### src/rtl/mii_rx_pkg.sv
package mii_rx_pkg;

  typedef enum logic [1:0] {
    S_HUNT = 2'd0,
    S_LOW  = 2'd1,
    S_HIGH = 2'd2
  } rxState_t;

  // strobes from control to datapath
  typedef struct packed {
    logic loadLow;
    logic packByte;
    logic emitMid;
    logic emitLast;
    logic markSof;
    logic markAlign;
    logic clearFrame;
  } rxStrobe_t;

endpackage

### src/rtl/mii_rx_sync.sv
module mii_rx_sync #(
  parameter int STAGES = 2,
  parameter int WIDTH  = 2
) (
  input  logic             clk,
  input  logic             rstN,
  input  logic [WIDTH-1:0] asyncIn,
  output logic [WIDTH-1:0] syncOut
);

  logic [WIDTH-1:0] chain [STAGES];

  generate
    for (genvar s = 0; s < STAGES; s++) begin : g_stage
      if (s == 0) begin : g_first
        always_ff @(posedge clk or negedge rstN) begin
          if (!rstN) chain[s] <= '0;
          else       chain[s] <= asyncIn;
        end
      end else begin : g_next
        always_ff @(posedge clk or negedge rstN) begin
          if (!rstN) chain[s] <= '0;
          else       chain[s] <= chain[s-1];
        end
      end
    end
  endgenerate

  assign syncOut = chain[STAGES-1];

  generate
    if (STAGES == 2) begin : g_chk
      logic [1:0] warm;
      always_ff @(posedge clk or negedge rstN) begin
        if (!rstN)            warm <= '0;
        else if (warm != 2'd2) warm <= warm + 2'd1;
      end
      p_sync_delay_r9: assert property (@(posedge clk) disable iff (!rstN)
        (warm == 2'd2) |-> (syncOut == $past(asyncIn, 2)));
    end
  endgenerate

endmodule

### src/rtl/mii_rx_ctrl.sv
module mii_rx_ctrl
  import mii_rx_pkg::*;
#(
  parameter int                    NIB_W    = 4,
  parameter logic [2*NIB_W-1:0]    SFD_BYTE = 8'hD5
) (
  input  logic             clk,
  input  logic             rstN,
  input  logic             rxDv,
  input  logic [NIB_W-1:0] rxNib,
  output rxStrobe_t        strobe
);

  localparam logic [NIB_W-1:0] PRE_NIB = SFD_BYTE[NIB_W-1:0];
  localparam logic [NIB_W-1:0] SFD_NIB = SFD_BYTE[2*NIB_W-1:NIB_W];

  rxState_t state, stateNext;
  logic     prevPre;
  logic     havePend;
  logic     firstPend;

  always_comb begin
    strobe    = '0;
    stateNext = state;
    if (rxDv) begin
      case (state)
        S_HUNT: if (prevPre && rxNib == SFD_NIB) stateNext = S_LOW;
        S_LOW: begin
          strobe.loadLow = 1'b1;
          stateNext      = S_HIGH;
        end
        S_HIGH: begin
          strobe.packByte = 1'b1;
          strobe.emitMid  = havePend;
          strobe.markSof  = firstPend;
          stateNext       = S_LOW;
        end
        default: stateNext = S_HUNT;
      endcase
    end else begin
      strobe.clearFrame = 1'b1;
      stateNext         = S_HUNT;
      if (state != S_HUNT && havePend) begin
        strobe.emitLast  = 1'b1;
        strobe.markSof   = firstPend;
        strobe.markAlign = (state == S_HIGH);
      end
    end
  end

  always_ff @(posedge clk or negedge rstN) begin
    if (!rstN) begin
      state     <= S_HUNT;
      prevPre   <= 1'b0;
      havePend  <= 1'b0;
      firstPend <= 1'b0;
    end else begin
      state   <= stateNext;
      prevPre <= rxDv && (state == S_HUNT) && (rxNib == PRE_NIB);
      if (strobe.clearFrame) begin
        havePend  <= 1'b0;
        firstPend <= 1'b0;
      end else if (strobe.packByte) begin
        havePend  <= 1'b1;
        firstPend <= !havePend;
      end
    end
  end

  p_hunt_after_idle_r6: assert property (@(posedge clk) disable iff (!rstN)
    !rxDv |=> (state == S_HUNT));

  p_hunt_clean_r2: assert property (@(posedge clk) disable iff (!rstN)
    (state == S_HUNT) |-> (!havePend && !firstPend));

  p_state_legal_r1: assert property (@(posedge clk) disable iff (!rstN)
    state inside {S_HUNT, S_LOW, S_HIGH});

endmodule

### src/rtl/mii_rx_dp.sv
module mii_rx_dp
  import mii_rx_pkg::*;
#(
  parameter int NIB_W = 4
) (
  input  logic               clk,
  input  logic               rstN,
  input  logic               rxDv,
  input  logic               rxEr,
  input  logic [NIB_W-1:0]   rxNib,
  input  rxStrobe_t          strobe,
  output logic [2*NIB_W-1:0] outData,
  output logic               outValid,
  output logic               outSof,
  output logic               outEof,
  output logic               outCrcErr,
  output logic               outAlignErr
);

  localparam int BYTE_W = 2 * NIB_W;

  logic [NIB_W-1:0]  lowNib;
  logic [BYTE_W-1:0] pendByte;
  logic              errSeen;

  always_ff @(posedge clk or negedge rstN) begin
    if (!rstN) begin
      lowNib   <= '0;
      pendByte <= '0;
      errSeen  <= 1'b0;
    end else begin
      if (strobe.loadLow)  lowNib   <= rxNib;
      if (strobe.packByte) pendByte <= {rxNib, lowNib};
      if (strobe.clearFrame)   errSeen <= 1'b0;
      else if (rxDv && rxEr)   errSeen <= 1'b1;
    end
  end

  always_ff @(posedge clk or negedge rstN) begin
    if (!rstN) begin
      outData     <= '0;
      outValid    <= 1'b0;
      outSof      <= 1'b0;
      outEof      <= 1'b0;
      outCrcErr   <= 1'b0;
      outAlignErr <= 1'b0;
    end else begin
      outValid    <= 1'b0;
      outSof      <= 1'b0;
      outEof      <= 1'b0;
      outCrcErr   <= 1'b0;
      outAlignErr <= 1'b0;
      if (strobe.emitMid || strobe.emitLast) begin
        outData  <= pendByte;
        outValid <= 1'b1;
        outSof   <= strobe.markSof;
      end
      if (strobe.emitLast) begin
        outEof      <= 1'b1;
        outCrcErr   <= errSeen;
        outAlignErr <= strobe.markAlign;
      end
    end
  end

  p_status_with_eof_r4: assert property (@(posedge clk) disable iff (!rstN)
    (outCrcErr || outAlignErr) |-> outEof);

  p_marker_valid_r3: assert property (@(posedge clk) disable iff (!rstN)
    (outSof || outEof) |-> outValid);

  p_byte_spacing_r8: assert property (@(posedge clk) disable iff (!rstN)
    (outValid && !outEof) |=> (!outValid || outEof));

  p_err_sticky_r5: assert property (@(posedge clk) disable iff (!rstN)
    (rxDv && rxEr) |=> errSeen);

endmodule

### src/rtl/mii_rx_capture.sv
module mii_rx_capture
  import mii_rx_pkg::*;
#(
  parameter int NIB_W       = 4,
  parameter int SYNC_STAGES = 2
) (
  input  logic               rxClk,
  input  logic               rxRstN,
  input  logic               rxDv,
  input  logic               rxEr,
  input  logic [NIB_W-1:0]   rxd,
  input  logic               crsIn,
  input  logic               colIn,
  output logic [2*NIB_W-1:0] rxByte,
  output logic               rxByteValid,
  output logic               rxSof,
  output logic               rxEof,
  output logic               rxCrcErr,
  output logic               rxAlignErr,
  output logic               crsSync,
  output logic               colSync
);

  rxStrobe_t strobe;

  mii_rx_ctrl #(.NIB_W(NIB_W)) u_ctrl (
    .clk    (rxClk),
    .rstN   (rxRstN),
    .rxDv   (rxDv),
    .rxNib  (rxd),
    .strobe (strobe)
  );

  mii_rx_dp #(.NIB_W(NIB_W)) u_dp (
    .clk         (rxClk),
    .rstN        (rxRstN),
    .rxDv        (rxDv),
    .rxEr        (rxEr),
    .rxNib       (rxd),
    .strobe      (strobe),
    .outData     (rxByte),
    .outValid    (rxByteValid),
    .outSof      (rxSof),
    .outEof      (rxEof),
    .outCrcErr   (rxCrcErr),
    .outAlignErr (rxAlignErr)
  );

  mii_rx_sync #(.STAGES(SYNC_STAGES), .WIDTH(2)) u_sync (
    .clk     (rxClk),
    .rstN    (rxRstN),
    .asyncIn ({colIn, crsIn}),
    .syncOut ({colSync, crsSync})
  );

endmodule

### config.mk
export PLATFORM = sky130hd
export DESIGN_NAME = mii_rx_capture
export DESIGN_NICKNAME = d
export VERILOG_FILES = /design/src/rtl/mii_rx_pkg.sv /design/src/rtl/mii_rx_sync.sv /design/src/rtl/mii_rx_ctrl.sv /design/src/rtl/mii_rx_dp.sv /design/src/rtl/mii_rx_capture.sv
export SDC_FILE = /design/constraint.sdc
export NUM_CORES = 1
export LEC_CHECK = 0
export ABC_AREA = 1
export BUFFER_PORTS_ARGS = -buffer_cell sky130_fd_sc_hd__buf_2
export CORE_MARGIN = 1
export CORE_UTILIZATION = 30
export DETAILED_ROUTE_END_ITERATION = 10
export GPL_ROUTABILITY_DRIVEN = 0
export HOLD_SLACK_MARGIN = 0.08
export REMOVE_ABC_BUFFERS = 1
export SETUP_SLACK_MARGIN = 0.4
export SYNTH_ARGS = -nofsm -noshare
export SYNTH_HDL_FRONTEND = slang
export SYNTH_SLANG_ARGS = --single-unit
### constraint.sdc
create_clock -name rxClk -period 0.9 [get_ports rxClk]
set_input_delay 0.09 -clock rxClk [delete_from_list [all_inputs] [get_ports rxClk]]
set_output_delay 0.09 -clock rxClk [all_outputs]
set_load 0.02 [all_outputs]
==> summary.txt <==
Core area: 4058 um2
Top post-synthesis cells by count: nand2_1, dfrtp_1, inv_1
Final worst slack: -0.1021 ns
Hold Vio Cnt, Final: 2
DRC: 0
Slew Viols, Final: 0
Die ar.: 4554 um2
Final antenna diode count: 0
Share of cells above drive strength 1: 33.14%
Area growth syn-to-layout: 40.76%
Mapped cell area: 1286 um2
Dominant cell type by area after synthesis: dfrtp_1
Mapped Cells: 131
Max cap viols: 0
Filler instances: 390
FF/Latch Area: 875.8 um2
Hold Path Class: in2reg
Adder-cell share of the synthesized area: 0%
Vias in the first global route: 1025
CTS Root Cell: clkbuf_8
H-Tree Level Count: 2
Total clock buffers created by CTS: 5
Die extent in x: 67.48 um
GRT Total Usage: 13.09%
Initial Util: 31.70%
Status: finished, violations left
Ys Warns: 0
Critical path fanouts, max: 6
Count leader, synth: nand2_1
Synth top area share: 68.09%
Largest cells by area after synthesis: dfrtp_1, nand2_1, nand4_1
Hpwl dp: 1739 um
Vias/cell: 4.413
Startpoint Class: flip-flop
Number of DRC markers in iteration 0: 51
#FFs+latches synth: 35
Critical path required time: 1.06 ns
Clk buf depth: 2
Worst-Margin Slew: 0.2532 ns
Max Fclk: 0.9979 GHz
Routed via count: 993
Post-synthesis sequential area ratio: 68.09%
Die H: 67.48 um
Final period util: 111.3%
Site Rows: 23
Clock sinks: 35
Clock latency on the worst-skew pair: 0.28 ns
VDD IR-drop max: 1033 uV
Cell variety after synth: 13
Port buffer count: 24
Max_slew headroom: 83.12%
Clock Skew: 0.005768 ns
Drt pass-1 iters: 4
RSZ-0062 raised after global routing: true
Pleak: 0.9924 nW
Simple-gate share of the synthesized area: 25.00%
Synthesized area per cell: 9.819 um2
Main combinational cell family by area after synthesis: simple AND/OR/NAND/NOR gates
Setup Crit Path Kind: reg2reg
Pwr dens: 1552 nW/um2
Hold_ws: -0.08194 ns
Final #Nets: 185
Post-synth top flop: dfrtp_1
CP Data Arrival Time: 1.17 ns
Ports: 25
TritonCTS clock tree: built
Synth Area in XOR/XNOR: 0%
EDFF count, synth: 0
Final-report setup violation count: 23
Initial antenna violation count: 0
Proportion of synthesized area in mux cells: 0%
CTS Hold Bufs: 1
Overall Power: 2.810 mW
Area of the multi-input gates: 382.9 um2
Complex-gate fraction of the synthesized area: 2.335%
Post-synth ARST share: 100.0%
Largest net degree at the start of global routing: 36
Global route overflow: 0
Failing checks: hold timing, setup timing
Setup TNS: -1.495 ns
First-pass GRT wire length: 4347 um
Overall routed net length: 2438 um
Final min period: 1.002 ns
Crit end category: flip-flop
Clock Pin Slew Worst Setup and Hold Paths: 0.07 ns
DRT antenna net count: 0
Routed WL per cell: 10.84 um
Flop2flop setup slack: -0.10 ns
per-layer routing:
layer  track usage (%)  vias up  routed length [um]
met2             21.53       27                1230
met1             15.03      467                1080
met4             5.851        0                  15
li1                  -      497                   -
met3             4.899        2                 112
met5                 0        -                   0
cells by family (layout without fill, tap and decap cells):
group / Yosys count / count (layout)
buffers and inverters: 15 / 59
AND/OR/NAND/NOR: 75 / 75
AO/OA/AOI/OAI: 6 / 6
flip-flops: 35 / 35
metrics by stage:
| step | hold slack, ns | cell area [um2] | std cells | utilization [%] | setup WS (ns) |
|---|---|---|---|---|---|
| after floorplan | -0.2056 | 1276 | 129 | - | -0.2230 |
| after global placement | 0.05758 | 1516 | 209 | 37.37 | -0.08567 |
| after detailed placement | 0.06276 | 1516 | 209 | 37.37 | -0.1404 |
| after CTS | -0.09285 | 1778 | 222 | 43.82 | -0.09181 |
| after global routing | -0.09802 | 1810 | 225 | 44.62 | -0.1780 |
| final | -0.08194 | 1810 | 225 | 44.62 | -0.1021 |
repair_timing:
item / CTS / global route
setup endpoints to repair: 46 / 46
gates resized for setup: 44 / 4
pin swaps: 3 / 0
cloned: 1 / 0
setup buffers: 4 / 3
hold endpoints to repair: 43 / 7
flip-flops by register name, summed over array words and instances, names as in the netlist:
name              cells
u_dp.pendByte         8
u_dp.outCrcErr        1
u_dp.outData          8
u_dp.outSof           1
u_dp.lowNib           4
u_ctrl.prevPre        1
u_sync.chain          2
u_dp.outValid         1
u_ctrl.state          2
u_ctrl.firstPend      1
u_dp.errSeen          1
u_dp.outEof           1
u_sync.syncOut        2
u_ctrl.havePend       1
u_dp.outAlignErr      1
worst max-delay path, stage by stage (launching register included):
cell and delay [ns]:
dfrtp_1 0.40, inv_2 0.11, nand3_2 0.12, buf_6 0.16, nand2_2 0.04, o21ai_1 0.06
final cells by class:
class,count,share of cell area [%]
multi-input cells,81,21.15
inverters,13,2.695
clock inverters,1,0.2764
well taps,50,3.455
clock buffers,6,4.561
flip-flops and latches,35,48.38
repair buffers,39,19.49
final timing paths:
kind	start	endpoint	cells past startpoint
setup / recovery	u_ctrl.state[0]$_DFFE_PN0P_	u_dp.pendByte[5]$_DFFE_PN0P_	5
hold / removal	crsIn	u_sync.chain[2]$_DFF_PN0_	1
setup reg to reg	u_ctrl.state[0]$_DFFE_PN0P_	u_dp.pendByte[5]$_DFFE_PN0P_	5
hold reg to reg	u_sync.chain[3]$_DFF_PN0_	u_sync.syncOut[1]$_DFF_PN0_	0
max in group asynchronous	rxRstN	u_dp.pendByte[1]$_DFFE_PN0P_	3
min in group asynchronous	rxRstN	u_dp.lowNib[2]$_DFFE_PN0P_	3
power breakdown:
group | total (mW) | internal (mW) | switching, mW
clock | 1.10 | 0.599 | 0.501
sequential | 1.60 | 1.59 | 0.00809
combinational | 0.110 | 0.0434 | 0.0665
total | 2.81 | 2.23 | 0.576
layout by cell type (no fill, tap or decap):
master and instances:
buf_4 10, nand3_4 1, nand2_1 49, nand2_4 1, buf_12 1, nor2_1 7
nand2_2 4, dlygate4sd3_1 1, dfrtp_1 35, o21ai_1 3, o21ai_0 1, nand4_1 8
nor3_1 1, nand3_1 2, nand3_2 2, clkinv_2 1, inv_1 9, clkbuf_8 6
o21ai_2 1, buf_6 18, a21oi_1 1, inv_2 4, buf_2 9
No activity file was read; power rests on OpenSTA's default activity.
